## src/rtl/rxstat_pkg.sv

```systemverilog
package rxstat_pkg;

  // Index of each tally within the counter array
  typedef enum int unsigned {
    TALLY_COL  = 0,
    TALLY_RUNT = 1
  } tally_e;

  localparam int unsigned NUM_TALLIES = 2;

endpackage

```

## src/rtl/rxstat_rst_sync.sv

```systemverilog
module rxstat_rst_sync #(
  parameter int unsigned STAGES = 2
) (
  input  logic clk_i,
  input  logic rst_ni,
  output logic rst_n_sync_o
);

  logic [STAGES-1:0] chain_q;
  logic [STAGES-1:0] chain_d;

  always_comb begin
    chain_d = {chain_q[STAGES-2:0], 1'b1};
  end

  // Assert at once, release after STAGES edges
  always_ff @(posedge clk_i or negedge rst_ni) begin
    if (!rst_ni) begin
      chain_q <= '0;
    end else begin
      chain_q <= chain_d;
    end
  end

  assign rst_n_sync_o = chain_q[STAGES-1];

endmodule

```

## src/rtl/rxstat_event_qual.sv

```systemverilog
module rxstat_event_qual #(
  parameter int unsigned BITS_W        = 10,
  parameter int unsigned MIN_RUNT_BITS = 48
) (
  input  logic              col_det_i,
  input  logic              tx_active_i,
  input  logic              runt_end_i,
  input  logic              runt_match_i,
  input  logic [BITS_W-1:0] runt_bits_i,
  output logic              col_inc_o,
  output logic              runt_inc_o
);

  localparam logic [BITS_W-1:0] MIN_BITS = BITS_W'(MIN_RUNT_BITS);

  logic runt_long_enough;

  always_comb begin
    // Collisions of our own transmissions are not network statistics
    col_inc_o        = col_det_i & ~tx_active_i;
    // The filter needs enough address bits before its verdict means anything
    runt_long_enough = (runt_bits_i >= MIN_BITS);
    runt_inc_o       = runt_end_i & runt_match_i & runt_long_enough;
  end

endmodule

```

## src/rtl/rxstat_sat_counter.sv

```systemverilog
module rxstat_sat_counter #(
  parameter int unsigned CNT_W = 8
) (
  input  logic             clk_i,
  input  logic             rst_ni,
  input  logic             clr_i,
  input  logic             inc_i,
  output logic [CNT_W-1:0] cnt_o
);

  localparam logic [CNT_W-1:0] CNT_MAX = '1;
  localparam logic [CNT_W-1:0] CNT_ONE = CNT_W'(1);

  logic [CNT_W-1:0] cnt_q;
  logic [CNT_W-1:0] cnt_d;
  logic             cnt_en;

  always_comb begin
    cnt_d  = cnt_q;
    cnt_en = 1'b0;
    if (clr_i) begin
      // New interval starts; a same-cycle event belongs to it
      cnt_en = 1'b1;
      cnt_d  = inc_i ? CNT_ONE : '0;
    end else if (inc_i && (cnt_q != CNT_MAX)) begin
      cnt_en = 1'b1;
      cnt_d  = cnt_q + CNT_ONE;
    end
  end

  always_ff @(posedge clk_i or negedge rst_ni) begin
    if (!rst_ni) begin
      cnt_q <= '0;
    end else if (cnt_en) begin
      cnt_q <= cnt_d;
    end
  end

  assign cnt_o = cnt_q;

endmodule

```

## src/rtl/rxstat_counters.sv

```systemverilog
module rxstat_counters
  import rxstat_pkg::*;
#(
  parameter int unsigned CNT_W         = 8,
  parameter int unsigned BITS_W        = 10,
  parameter int unsigned MIN_RUNT_BITS = 48,
  parameter int unsigned SYNC_STAGES   = 2
) (
  input  logic              clk_i,
  input  logic              rst_ni,
  input  logic              col_det_i,
  input  logic              tx_active_i,
  input  logic              runt_end_i,
  input  logic              runt_match_i,
  input  logic [BITS_W-1:0] runt_bits_i,
  input  logic              rx_done_i,
  output logic [CNT_W-1:0]  col_cnt_o,
  output logic [CNT_W-1:0]  runt_cnt_o
);

  logic                   rst_n_sync;
  logic                   col_inc;
  logic                   runt_inc;
  logic [NUM_TALLIES-1:0] inc_vec;
  logic [CNT_W-1:0]       cnt_vec [NUM_TALLIES];

  rxstat_rst_sync #(
    .STAGES (SYNC_STAGES)
  ) u_rst_sync (
    .clk_i        (clk_i),
    .rst_ni       (rst_ni),
    .rst_n_sync_o (rst_n_sync)
  );

  rxstat_event_qual #(
    .BITS_W        (BITS_W),
    .MIN_RUNT_BITS (MIN_RUNT_BITS)
  ) u_qual (
    .col_det_i    (col_det_i),
    .tx_active_i  (tx_active_i),
    .runt_end_i   (runt_end_i),
    .runt_match_i (runt_match_i),
    .runt_bits_i  (runt_bits_i),
    .col_inc_o    (col_inc),
    .runt_inc_o   (runt_inc)
  );

  always_comb begin
    inc_vec             = '0;
    inc_vec[TALLY_COL]  = col_inc;
    inc_vec[TALLY_RUNT] = runt_inc;
  end

  for (genvar g = 0; g < NUM_TALLIES; g++) begin : g_tally
    rxstat_sat_counter #(
      .CNT_W (CNT_W)
    ) u_cnt (
      .clk_i  (clk_i),
      .rst_ni (rst_n_sync),
      .clr_i  (rx_done_i),
      .inc_i  (inc_vec[g]),
      .cnt_o  (cnt_vec[g])
    );
  end

  assign col_cnt_o  = cnt_vec[TALLY_COL];
  assign runt_cnt_o = cnt_vec[TALLY_RUNT];

endmodule

```

## config.mk

```make
export PLATFORM = sky130hd
export DESIGN_NAME = rxstat_counters
export DESIGN_NICKNAME = d
export VERILOG_FILES = /design/src/rtl/rxstat_pkg.sv /design/src/rtl/rxstat_rst_sync.sv /design/src/rtl/rxstat_event_qual.sv /design/src/rtl/rxstat_sat_counter.sv /design/src/rtl/rxstat_counters.sv
export SDC_FILE = /design/constraint.sdc
export NUM_CORES = 1
export LEC_CHECK = 0
export ABC_AREA = 1
export ABC_CLOCK_PERIOD_IN_PS = 800
export BUFFER_PORTS_ARGS = -buffer_cell sky130_fd_sc_hd__buf_4
export CORE_ASPECT_RATIO = 1.1
export CORE_MARGIN = 3
export CORE_UTILIZATION = 51
export CTS_CLUSTER_DIAMETER = 80
export DETAILED_ROUTE_END_ITERATION = 7
export GPL_TIMING_DRIVEN = 0
export PLACE_DENSITY_LB_ADDON = 0.25
export SLEW_MARGIN = 20
export SYNTH_ARGS = -nofsm -noshare
export SYNTH_HDL_FRONTEND = slang
export SYNTH_SLANG_ARGS = --single-unit
```

## constraint.sdc

```tcl
create_clock -name clk_i -period 0.8 [get_ports clk_i]
set_input_delay 0.16 -clock clk_i [delete_from_list [all_inputs] [get_ports clk_i]]
set_output_delay 0.16 -clock clk_i [all_outputs]
set_load 0.005 [all_outputs]
```

Yosys cells after proc, flatten, opt, wreduce, memory -nomap -nowiden
Index checks and enable logic that the tools add are counted.
{"block": "classes", "addsub": 2, "order_cmp": 1, "eq_ne": 2, "mux": 10, "bitwise": 4, "reduce_logical": 6}
{"operator": "two-way mux 8 bit", "count": 4}
{"operator": "adder 8 x 1 -> 8 bit, second input constant", "count": 2}
{"operator": "inequality test 8 bit, second input constant", "count": 2}
{"operator": "greater-or-equal comparator 10 x 6 -> 1 bit, second input constant", "count": 1}
{"operator": "two-way mux 1 bit", "count": 6}
{"operator": "AND reduction 2 bit", "count": 2}
{"operator": "nonzero test 2 bit", "count": 2}
{"operator": "bitwise AND 1 bit", "count": 3}
{"operator": "logical AND 1 bit", "count": 2}
{"operator": "inverter 1 bit", "count": 1}
{"block": "totals", "regBits": 18, "in_bits": 17, "elab_cells": 28}

Logic depth before layout (Yosys ltp)
Gate-level depths: netlist of the first run.
{"block": "depth", "word_depth": 6, "mapped_depth": 9, "depth_no_buf": 9}

Modules after synthesis
Synthesis of the first run repeated with hierarchy kept, for this count alone.
{"block": "hier_totals", "hier_cells": 165, "hier_area_um2": 1128.6}
{"mod": "rxstat_sat_counter", "instances": 2, "cells_per_inst": 76, "area_per_inst_um2": 516.7, "seq_area_each_um2": 200.2}
{"mod": "rxstat_rst_sync", "instances": 1, "cells_per_inst": 3, "area_per_inst_um2": 53.8, "seq_area_each_um2": 50.0}
{"mod": "rxstat_event_qual", "instances": 1, "cells_per_inst": 10, "area_per_inst_um2": 41.3, "seq_area_each_um2": 0.0}

Least setup slack after synthesis of the first run
No wires, ideal clock.
{"block": "synth_path", "path_type": "flip-flop to flip-flop", "start": "register g_tally[0].u_cnt.cnt_q[0]", "end": "register g_tally[0].u_cnt.cnt_q[0]", "setup_ns": 0.121, "arrival_ns": 1.169, "setup_slack_ns": -0.490, "path_stages_with_launch": 8, "synth_period_minus_slack_ns": 1.290, "cell_sequence": "dfrtp_1 ha_1 nand2_1 nor2_2 a21boi_4 nor2_4 nand2_1 nand2_1"}
{"block": "synth_via", "elab_chain_cells": 5, "elab_cells_between_ends": 9, "cone_classes": "add/sub: 1; eq/ne: 1; mux: 4; reduce/logical: 3"}
{"item": "start: declaration", "line_no": "rxstat_sat_counter.sv:14", "text": "logic [CNT_W-1:0] cnt_q;"}
{"item": "start signal: assignment", "line_no": "rxstat_sat_counter.sv:35", "text": "cnt_q <= cnt_d;"}
{"item": "branches (longest 5 deep; another with adder 8 x 1 -> 8 bit)"}
Several ways; the timed one is not identified. The select of a mux whose other input is x is not followed.
A chain may end at the register's enable or synchronous reset.

Worst setup path after layout of the first run
{"block": "layout_path", "start": "register g_tally[0].u_cnt.cnt_q[0]", "end": "register g_tally[0].u_cnt.cnt_q[4]"}
Same word-level chain as after synthesis.

==> metrics.txt, run 1 <==
DR vias/cell=5.47; leakage=0.000906 uW; # rows=17; GPL Wtd Cong=0.807; CTS tree=done; max_cap viols=0; Die Y=55.8 um; largest net degree at the start of global routing=17; Synth cell types=24; Detailed Place HPWL=roughly 2.0 mm; CP max-delay cell=dfrtp_1; initial antenna violation count=0; die area=0.00286 mm^2; Total GRT Usage=24.6%; grt ovf=0; # port buffers=27; worst min-delay path category=input port to register; failing checks=negative setup slack; highest net fanout along the worst path=7; sequential area share after synthesis=between 30 and 40%; fin nets=233; Worst-path clk slew=about 0.11 ns; peak supply drop=about 0.0014 V; Remaining DRCs=0; syn_nets=181; first-pass GRT wire length=5.35 mm; clock root buffer master=clkbuf_4; die width=51.3 um; Avg Synthesized Cell Area=7.11 um^2; ANT nets after route=0; # diodes=0; clock skew=0.00233 ns; outcome=finished with violations; depth of the CTS H-tree=1; crit path capture type=register; Starting Density=between 50 and 60%; Yosys warnings=0; Area Growth Syn to Fin=53.2%; fmax=736 MHz; core area=0.00206 mm^2; Clock Path Buffers=2; Tcrit/Tclk final=170%; Num CTS Buffers=3; WL final=approximately 3.8 mm; Hold Fails Final Rpt=0; Yosys reg bits=18; Worst EP arrival=1.58 ns; RSZ-0062 raised after global routing=true; clock latency on the worst-skew pair=0.33 ns; Post-Syn Area=between 0.001 and 0.0015 mm^2; initial DRC count=57; number of global-route vias before repair=1238; layout cells sized above 1=40.4%; Setup-failing EPs final=32; PD cells=roughly 1100 mW/mm^2; pins over their slew limit=0; dpl ws=-0.583 ns; DR WL/cell=15.6 um; DR vias=around 1.3k; Setup Total Neg Slack=-13.10 ns; # fillers=~110; Worst Setup Slack, final=-0.559 ns; crit path time final=between 1 and 1.5 ns; CP max stage delay=0.43 ns; Mapped Cells=~160; CP required=1.02 ns; kind of critical path=register to register; drt first pass iters=4; crit-path cells=ha_4, nand2_4, nor2_4, a21boi_4, nor2_4, nand2_1, nand2_1; IO Pins=33; CP Launch Type=register; CTS sink cnt=18
[worst max-delay path: cells and delay by family (launching register included)]
kind                       cells  cell delay [ns]
DFF                            1             0.43
and+or+nand+nor                5             0.36
AOI/OAI and AO/OA              1             0.26
adders and majority gates      1             0.19
[path summary, 6_finish.rpt]
kind | from | endpoint | slack [ns] | cells after the start
max in group asynchronous | u_rst_sync.chain_q[1]$_DFF_PN0_ | g_tally[0].u_cnt.cnt_o[5]$_DFFE_PN0P_ | 0.32 | 0
max | g_tally[0].u_cnt.cnt_o[0]$_DFFE_PN0P_ | g_tally[0].u_cnt.cnt_o[4]$_DFFE_PN0P_ | -0.56 | 7
min reg2reg | u_rst_sync.chain_q[1]$_DFF_PN0_ | g_tally[1].u_cnt.cnt_o[3]$_DFFE_PN0P_ | 0.19 | 0
min | rx_done_i | g_tally[0].u_cnt.cnt_o[5]$_DFFE_PN0P_ | 0.03 | 2
min in group asynchronous | rst_ni | u_rst_sync.chain_q[1]$_DFF_PN0_ | 0.19 | 2
max reg2reg | g_tally[0].u_cnt.cnt_o[0]$_DFFE_PN0P_ | g_tally[0].u_cnt.cnt_o[4]$_DFFE_PN0P_ | -0.56 | 7
[repair_timing]
item | 4_1_cts | 5_1_grt
gates cloned | 1 | 0
hold buffers | 1 | 0
pin swaps | 17 | 10
buffers inserted | 15 | 3
hold endpoints to repair | 2 | 0
gates resized for setup | 29 | 14
endpoints found under the setup margin | 32 | 32
[routing by layer]
metal | global-route usage (%) | vias to the layer above | part of all wire [%]
met1 | 28.4 | 612 | 36
li1 | - | 616 | -
met5 | 0 | - | 0
met2 | 43.5 | 68 | 53
met3 | 1.88 | 22 | 6.6
met4 | 13.9 | 0 | 4.6
[state kept, by name (all words and copies together), names as in the netlist]
register / cells
u_rst_sync.chain_q: 2
g_tally.u_cnt.cnt_o: 16
[metrics by stage]
stage | hold slack (ns) | utilization, % | total power (uW) | std cells | area (um^2)
CTS | 0.0475 | 81.4 | 1860 | 238 | 1680
floorplan | -0.136 | - | 1110 | 162 | 1170
detailed placement | -0.0556 | 68.3 | 1230 | 217 | 1410
finish | 0.0268 | 85.4 | 1960 | 241 | 1760
global placement | -0.0575 | 68.3 | 1220 | 217 | 1410
global route | 0.0258 | 85.4 | 2030 | 241 | 1760
[cells by family after synthesis]
group                      Yosys count  share of synthesized area [%]
DFF                                 18                           39.1
buffers and inverters               21                           7.61
and+or+nand+nor                    114                           46.3
AOI/OAI and AO/OA                    4                           2.93
other                                1                          0.326
xor gates and xnor gates             2                           1.52
adders and majority gates            2                           2.17
[layout by cell type, fill, tap and decap left out, drive strengths merged, types with 2 or more instances in the layout]
cell / netlist / routed
nand2: 56 / 56
buf: 2 / 47
nor2: 25 / 25
nand3: 22 / 23
inv: 19 / 19
dfrtp: 18 / 18
nand4: 7 / 7
clkbuf: 0 / 4
nor3: 2 / 2
ha: 2 / 2
a21oi: 2 / 2
or2: 2 / 2
[synthesized netlist by cell type]
master	instances	share of area [%]
nand3_2	1	0.87
nand2_2	1	0.54
nand2_4	1	0.98
nor2_2	4	2.2
nand3_4	1	1.5
inv_2	1	0.33
dfrtp_1	18	39
or2_2	2	1.1
ha_1	2	2.2
nor3_1	2	0.87
a21oi_1	2	0.87
nor2_4	2	2.0
buf_2	1	0.43
inv_1	18	5.9
buf_6	1	0.98
o21ai_0	1	0.43
nor2_1	19	6.2
xor2_1	1	0.76
conb_1	1	0.33
nand2_1	54	18
xnor2_1	1	0.76
a21boi_4	1	1.6
nand3_1	20	8.7
nand4_1	7	3.8
[area by class of cell]
class                      instances  area (um^2)  share of cell area [%]
multi-input combinational        124          729                    41.4
clock buffer                       4         36.3                    2.06
timing repair buffer              46          415                    23.6
tap                               28         35.0                    1.99
sequential                        18          459                    26.0
inverter                          19         71.3                    4.05
buffer                             2         16.3                   0.923
[where the power goes]
group	switching, uW	internal, uW
registers	44.2	936
clock network	348	279
logic	168	180
total	561	1400
(Power assumes the default switching activity.)
==> run 2, diff against run 1 <==
--- a/config.mk
+++ b/config.mk
@@ -5,17 +5,17 @@
 export SDC_FILE = /design/constraint.sdc
 export NUM_CORES = 1
 export LEC_CHECK = 0
-export ABC_AREA = 1
 export ABC_CLOCK_PERIOD_IN_PS = 800
 export BUFFER_PORTS_ARGS = -buffer_cell sky130_fd_sc_hd__buf_4
 export CORE_ASPECT_RATIO = 1.1
 export CORE_MARGIN = 3
-export CORE_UTILIZATION = 51
+export CORE_UTILIZATION = 48
 export CTS_CLUSTER_DIAMETER = 80
 export DETAILED_ROUTE_END_ITERATION = 7
 export GPL_TIMING_DRIVEN = 0
 export PLACE_DENSITY_LB_ADDON = 0.25
-export SLEW_MARGIN = 20
+export SKIP_LAST_GASP = 1
+export SLEW_MARGIN = 40
 export SYNTH_ARGS = -nofsm -noshare
 export SYNTH_HDL_FRONTEND = slang
 export SYNTH_SLANG_ARGS = --single-unit
==> metrics.txt, run 2 <==
Synth cell types=34 (+42%); Mapped Cells=97 (-40%); outcome=did not finish; Avg Synthesized Cell Area=9.78 um^2 (+38%); initial antenna violation count=0; clock root buffer master=clkbuf_4; Num CTS Buffers=3 (unchanged); Worst Endpoint after GRT Repair=g_tally[0].u_cnt.cnt_o[1]$_DFFE_PN0P_/D; largest cells by area after synthesis=dfrtp_1 47%, nand2_1 4.4%, or4_1 4.0%; syn_nets=116 (-36%); worst ep type=register input; Die Y=52.6 um (-5.7%); GPL Wtd Cong=0.803 (-0.48%); Post-synth EDFFs=0 (unchanged); Clock Path Buffers=2 (unchanged); IO Pins=33 (unchanged); depth of the CTS H-tree=1 (unchanged); top post-synthesis cells by count=18 x dfrtp_1, 11 x nand2_1, 7 x a21oi_1, 7 x nand3_1, 6 x nor2_1; cell accounting for the most synthesized area=dfrtp_1; dpl ws=-0.806 ns (-0.223 ns); top-count cell post-synth=dfrtp_1; Exit stage=global routing (5_1_grt); Post-synth top flop=dfrtp_1; # rows=16 (-1); Yosys reg bits=18 (unchanged); Starting Density=52.1% (-3.7 points); Yosys warnings=0 (unchanged); sequential area share after synthesis=47.5% (+8.4 points); largest net degree at the start of global routing=17; # port buffers=28 (+3.7%); top-area cell type share of the netlist area=47.5% (+8.4 points); Post-Syn Area=948 um^2 (-18%); die width=48.4 um (-5.7%); ys async rst share=100% (unchanged); stop err=[ERROR DPL-0033] detailed placement checks failed during check placement.; Detailed Place HPWL=1.60 mm (-20%); CTS sink cnt=18 (unchanged)
## run 2: logic make-up after synthesis
family / Yosys count / share of synthesized area [%]
simple gates: 45 / 26.5
compound gates: 21 / 14.9
flops: 18 / 47.5
buf+inv: 5 / 2.77
mux: 4 / 4.35
fa+ha+maj: 2 / 2.64
other cells: 1 / 0.395
xor+xnor: 1 / 0.924
## run 2: what timing repair did
item                       in CTS
setup endpoints to repair      32
pin swaps                       8
resized for setup              26
hold endpoints to repair        2
hold buffers                    1
buffers inserted               18
## run 2: stage by stage
step / TNS (ns) / std cells / instance area [um^2] / hold slack, ns
2_1_floorplan: -7.84 / 97 / 1000 / -0.136
3_3_place_gp: -9.34 / 152 / 1250 / -0.0578
3_5_place_dp: -9.81 / 152 / 1250 / -0.0571
4_1_cts: -14.25 / 175 / 1540 / 0.0799
==> run 3, diff against run 2 <==
--- a/config.mk
+++ b/config.mk
@@ -7,13 +7,11 @@
 export LEC_CHECK = 0
 export ABC_CLOCK_PERIOD_IN_PS = 800
 export BUFFER_PORTS_ARGS = -buffer_cell sky130_fd_sc_hd__buf_4
-export CORE_ASPECT_RATIO = 1.1
-export CORE_MARGIN = 3
-export CORE_UTILIZATION = 48
-export CTS_CLUSTER_DIAMETER = 80
+export CORE_AREA = 3 3 64 66
 export DETAILED_ROUTE_END_ITERATION = 7
+export DIE_AREA = 0 0 67 69
 export GPL_TIMING_DRIVEN = 0
-export PLACE_DENSITY_LB_ADDON = 0.25
+export PLACE_DENSITY_LB_ADDON = 0.15
 export SKIP_LAST_GASP = 1
 export SLEW_MARGIN = 40
 export SYNTH_ARGS = -nofsm -noshare
==> metrics.txt, run 3 <==
outcome=finished with violations; failing checks=negative setup slack; pins over their slew limit=0; Least-Margin Pin Slew=0.527 ns; Util after Layout=50.3%; max reg flops=16; Internal=1480 uW; ys async rst share=100% (unchanged); largest cells by area after synthesis=dfrtp_1 47%, nand2_1 4.4%, or4_1 4.0%; Worst EP arrival=1.65 ns; Yosys reg bits=18 (unchanged); Post-synth EDFFs=0 (unchanged); relative slew slack=around 65%; Multi-input gate area=653 um^2; sequential area share after synthesis=47.5% (unchanged); crit path capture type=register; DR WL/cell=roughly 15 um; Setup Total Neg Slack=-13.76 ns; largest net degree at the start of global routing=17; ANT nets after route=0; Adder-Cell Fraction of Synth Area=2.64% (unchanged); worst min-delay path category=input port to register; mux cell area share after synthesis=4.35% (unchanged); cell accounting for the most synthesized area=dfrtp_1; Synth Area in XOR/XNOR=0.923% (unchanged); leakage=0.000766 uW; Starting Density=26.1% (-26 points); Synth cell types=34 (unchanged); CTS tree=done; Cell Area, Placed=0.00127 mm^2 (+2.1%); top-area cell type share of the netlist area=47.5% (unchanged); DR vias=1082; max_cap viols=0; # rows=22 (+6); fin nets=187; Post-Syn Area=948 um^2 (unchanged); Num CTS Buffers=3 (unchanged); Net Switching=517 uW; post-synthesis compound-gate area fraction=14.9% (unchanged); sequential share of power=49.1%; CP Launch Type=register; Mapped Cells=97 (unchanged); CP required=0.98 ns; die width=67 um (+38%); crit path time final=1.47 ns; Clock Path Buffers=2 (unchanged); WL final=3.13 mm; number of global-route vias before repair=990; Tcrit/Tclk final=184%; design area=~0.0018 mm^2; RSZ-0062 raised after global routing=true; highest net fanout along the worst path=3; Post-Synth Simple-Gate Area=26.5% (unchanged); Die Y=69 um (+31%); syn_nets=116 (unchanged); grt ovf=0; clock latency on the worst-skew pair=0.26 ns; drt first pass iters=4; IO Pins=33 (unchanged); # diodes=0; clock root buffer master=clkbuf_8; depth of the CTS H-tree=1 (unchanged); Remaining DRCs=0; clock share of power=between 30 and 40%; Avg Synthesized Cell Area=9.78 um^2 (unchanged); CTS sink cnt=18 (unchanged); # port buffers=28 (unchanged); fmax=679 MHz; clock skew=0.00559 ns; initial antenna violation count=0; Switching Fraction=25.9%; first-pass GRT wire length=4.95 mm; Overall Power=2000 uW; Hold Fails Final Rpt=0; GPL Wtd Cong=0.756 (-5.8%); Setup-failing EPs final=32; initial DRC count=30; PD cells=around 1100 mW/mm^2; Worst-path clk slew=0.07 ns; die area=0.00462 mm^2; top post-synthesis cells by count=18 x dfrtp_1, 11 x nand2_1, 7 x a21oi_1, 7 x nand3_1, 6 x nor2_1; Area Growth Syn to Fin=92.7%; # fillers=330; Post-synth top flop=dfrtp_1; Gate power share=17.1%; top-count cell post-synth=dfrtp_1; core area=about 0.0036 mm^2; most common cell after layout, fill and taps aside=buf_4; layout cells sized above 1=around three fifths; DR vias/cell=5.03; Worst Setup Slack, final=-0.672 ns; Reg area=463 um^2; Total GRT Usage=13.9%; peak supply drop=0.000975 V; most frequent cells in the layout=43 x buf_4, 23 x buf_6, 10 x dfrtp_2; largest family of logic cells by synthesized area=simple AND/OR/NAND/NOR gates; Yosys warnings=0 (unchanged); Detailed Place HPWL=1.84 mm (+15%); kind of critical path=register to register
run 3: critical path, stage by stage (launching register included):
cell,delay (ns)
dfrtp_1,0.39
ha_4,0.18
buf_4,0.12
nand3_2,0.08
or4_4,0.49
a21oi_2,0.13
run 3: area by class of cell:
cell class | count | area share [%]
repair buffers | 66 | 31.8
flip-flops and latches | 18 | 25.3
inverters | 3 | 0.616
multi-input cells | 74 | 35.7
well taps | 48 | 3.29
clock buffers | 4 | 2.46
plain buffers | 2 | 0.821
run 3: logic make-up after synthesis:
logic type,after synthesis
AOI/OAI and AO/OA,21
other,1
and+or+nand+nor,45
muxes,4
adders and majority gates,2
xor gates and xnor gates,1
buffers and inverters,5
DFF,18
run 3: layer usage:
layer / up-vias / global-route usage [%] / part of all wire (%)
li1: 511 / - / -
met1: 534 / 17.6 / 41
met2: 35 / 23.4 / 53
met3: 2 / 2.93 / 4.8
met4: 0 / 3.83 / 0.73
met5: - / 0 / 0
run 3: worst paths after layout:
check	from	to	slack, ns	cells past startpoint
min in group asynchronous	u_rst_sync.chain_q[1]$_DFF_PN0_	g_tally[1].u_cnt.cnt_o[1]$_DFFE_PN0P_	0.19	0
hold / removal	rx_done_i	g_tally[0].u_cnt.cnt_o[4]$_DFFE_PN0P_	0.13	2
max in group asynchronous	u_rst_sync.chain_q[1]$_DFF_PN0_	g_tally[0].u_cnt.cnt_o[5]$_DFFE_PN0P_	0.31	0
hold reg to reg	u_rst_sync.chain_q[1]$_DFF_PN0_	g_tally[1].u_cnt.cnt_o[1]$_DFFE_PN0P_	0.19	0
setup / recovery	g_tally[1].u_cnt.cnt_o[0]$_DFFE_PN0P_	g_tally[1].u_cnt.cnt_o[4]$_DFFE_PN0P_	-0.67	5
setup reg to reg	g_tally[1].u_cnt.cnt_o[0]$_DFFE_PN0P_	g_tally[1].u_cnt.cnt_o[4]$_DFFE_PN0P_	-0.67	5
run 3: metrics by stage:
step           hold slack [ns]  instances  setup WS, ns
2_1_floorplan           -0.136         97        -0.621
3_3_place_gp           -0.0575        173        -0.842
3_5_place_dp           -0.0565        173        -0.858
4_1_cts                  0.122        204        -0.652
5_1_grt                  0.129        215        -0.739
6_report                 0.129        215        -0.672
run 3: power groups by stage:
stage                     Sequential (uW)  Combinational, uW  Clock, uW
after floorplan                       997               92.1          0
after global placement               1010                200          0
after detailed placement             1010                203          0
after CTS                             982                319        697
after global routing                  986                374        735
final                                 981                341        676
run 3: repair_timing:
item,in CTS,in global routing
resized for setup,36,18
buffers inserted,26,11
endpoints found under the hold margin,2,0
hold buffers,1,0
endpoints found under the setup margin,33,48
pin swaps,10,10
==> run 4, diff against run 3 <==
--- a/config.mk
+++ b/config.mk
@@ -12,6 +12,7 @@
 export DIE_AREA = 0 0 67 69
 export GPL_TIMING_DRIVEN = 0
 export PLACE_DENSITY_LB_ADDON = 0.15
+export RECOVER_POWER = 25
 export SKIP_LAST_GASP = 1
 export SLEW_MARGIN = 40
 export SYNTH_ARGS = -nofsm -noshare
==> metrics.txt, run 4 (synthesized netlist as in run 3, its figures left out) <==
outcome=finished with violations; failing checks=negative setup slack; max reg flops=16 (unchanged); peak supply drop=0.000971 V (-0.37%); Area Growth Syn to Fin=92.3%; fin nets=187 (unchanged); DR WL/cell=14.6 um (unchanged); Hold Fails Final Rpt=0 (unchanged); ANT nets after route=0 (unchanged); clock root buffer master=clkbuf_8; layout cells sized above 1=61.1% (-0.60 points); RSZ-0062 raised after global routing=true; core area=0.00363 mm^2 (unchanged); DR vias/cell=5.03 (about the same); CTS sink cnt=18 (unchanged); die area=0.00462 mm^2 (unchanged); Least-Margin Pin Slew=0.529 ns (+0.00197 ns); Setup-failing EPs final=32 (unchanged); max_cap viols=0 (unchanged); Worst Setup Slack, final=-0.672 ns (-0.000262 ns); Setup Total Neg Slack=-13.76 ns (+0.00430 ns); largest net degree at the start of global routing=17 (unchanged); depth of the CTS H-tree=1 (unchanged); design area=0.00182 mm^2 (-0.21%); kind of critical path=register to register; Starting Density=26.1% (unchanged); # diodes=0 (unchanged); Cell Area, Placed=0.00127 mm^2 (unchanged); DR vias=1081 (-0.092%); worst min-delay path category=input port to register; # port buffers=28 (unchanged); relative slew slack=64.8% (-0.13 points); # rows=22 (unchanged); CP Launch Type=register; initial DRC count=30 (unchanged); clock skew=0.00605 ns (+0.000457 ns); WL final=3.13 mm (unchanged); CP required=0.98 ns (about the same); Worst-path clk slew=0.07 ns (about the same); Worst EP arrival=1.65 ns (about the same); Detailed Place HPWL=1.84 mm (unchanged); Tcrit/Tclk final=184% (about the same); Die Y=69 um (unchanged); fmax=679 MHz (about the same); Total GRT Usage=13.9% (unchanged); CTS tree=done; Clock Path Buffers=2 (unchanged); Remaining DRCs=0 (unchanged); Multi-input gate area=653 um^2 (unchanged); PD cells=1090 mW/mm^2 (about the same); most frequent cells in the layout=42 x buf_4, 23 x buf_6, 10 x dfrtp_2; leakage=0.000762 uW (-0.47%); initial antenna violation count=0 (unchanged); pins over their slew limit=0 (unchanged); Num CTS Buffers=3 (unchanged); most common cell after layout, fill and taps aside=buf_4; first-pass GRT wire length=4.95 mm (unchanged); grt ovf=0 (unchanged); GPL Wtd Cong=0.756 (unchanged); die width=67 um (unchanged); number of global-route vias before repair=990 (unchanged); crit path time final=1.47 ns (+0.000262 ns); crit path capture type=register; drt first pass iters=4 (unchanged); highest net fanout along the worst path=3 (unchanged); clock latency on the worst-skew pair=0.26 ns (about the same); IO Pins=33 (unchanged); Reg area=463 um^2 (unchanged); # fillers=329 (-0.30%)
run 4: cell count changes in the layout (fill, tap and decap cells not counted), sizes merged:
cell    previous run  this run
buf               66        65
clkbuf             5         6
run 4: worst paths after layout:
path | start | to | slack, ns | cells past startpoint
max | g_tally[1].u_cnt.cnt_o[0]$_DFFE_PN0P_ | g_tally[1].u_cnt.cnt_o[4]$_DFFE_PN0P_ | -0.67 | 5
min | rx_done_i | g_tally[0].u_cnt.cnt_o[4]$_DFFE_PN0P_ | 0.13 | 2
max in group asynchronous | u_rst_sync.chain_q[1]$_DFF_PN0_ | g_tally[0].u_cnt.cnt_o[5]$_DFFE_PN0P_ | 0.31 | 0
min reg2reg | u_rst_sync.chain_q[1]$_DFF_PN0_ | g_tally[1].u_cnt.cnt_o[1]$_DFFE_PN0P_ | 0.19 | 0
min in group asynchronous | u_rst_sync.chain_q[1]$_DFF_PN0_ | g_tally[1].u_cnt.cnt_o[1]$_DFFE_PN0P_ | 0.19 | 0
max reg2reg | g_tally[1].u_cnt.cnt_o[0]$_DFFE_PN0P_ | g_tally[1].u_cnt.cnt_o[4]$_DFFE_PN0P_ | -0.67 | 5
run 4: final cells by class:
type                            instances  area share, %
Sequential cell                        18           25.4
Clock buffer                            4           2.47
Inverter                                3          0.617
Timing Repair Buffer                   66           31.6
Buffer                                  2          0.823
Multi-Input combinational cell         74           35.8
Tap cell                               48           3.29
run 4: timing repair:
item                                    in CTS  in global routing
hold buffers                                 1                  0
pin swaps                                   10                 10
hold endpoints to repair                     2                  0
resized for setup                           36                 18
endpoints found under the setup margin      33                 48
gates cloned                                 0                  0
setup buffers                               26                 11
run 4: layer usage:
layer	track usage (%)	wire, um	part of all wire (%)	vias to the layer above
li1	-	-	-	511
met1	17.6	1300	42	535
met2	23.4	1670	53	33
met3	2.93	140	4.5	2
met4	3.83	23	0.73	0
met5	0	0	0	-
run 4: per-stage QoR:
stage                     util (%)  std cells  setup slack [ns]  hold WS [ns]  power, uW
after floorplan                  -         97            -0.621        -0.136       1090
after global placement        35.0        173            -0.842       -0.0575       1210
after detailed placement      35.0        173            -0.858       -0.0565       1210
after CTS                     46.2        204            -0.652         0.122       2000
after global routing          50.2        215            -0.739         0.129       2090
final                         50.2        215            -0.672         0.129       1990
run 4: power breakdown:
| part | switching [uW] | internal, uW | total (uW) |
|---|---|---|---|
| clock network | 320 | 354 | 674 |
| logic | 152 | 187 | 339 |
| registers | 43.9 | 937 | 981 |
run 4: worst max-delay path: stages (launching register included):
cell and delay (ns):
dfrtp_1 0.39, ha_4 0.18, buf_4 0.12, nand3_2 0.08
or4_4 0.49, a21oi_2 0.13
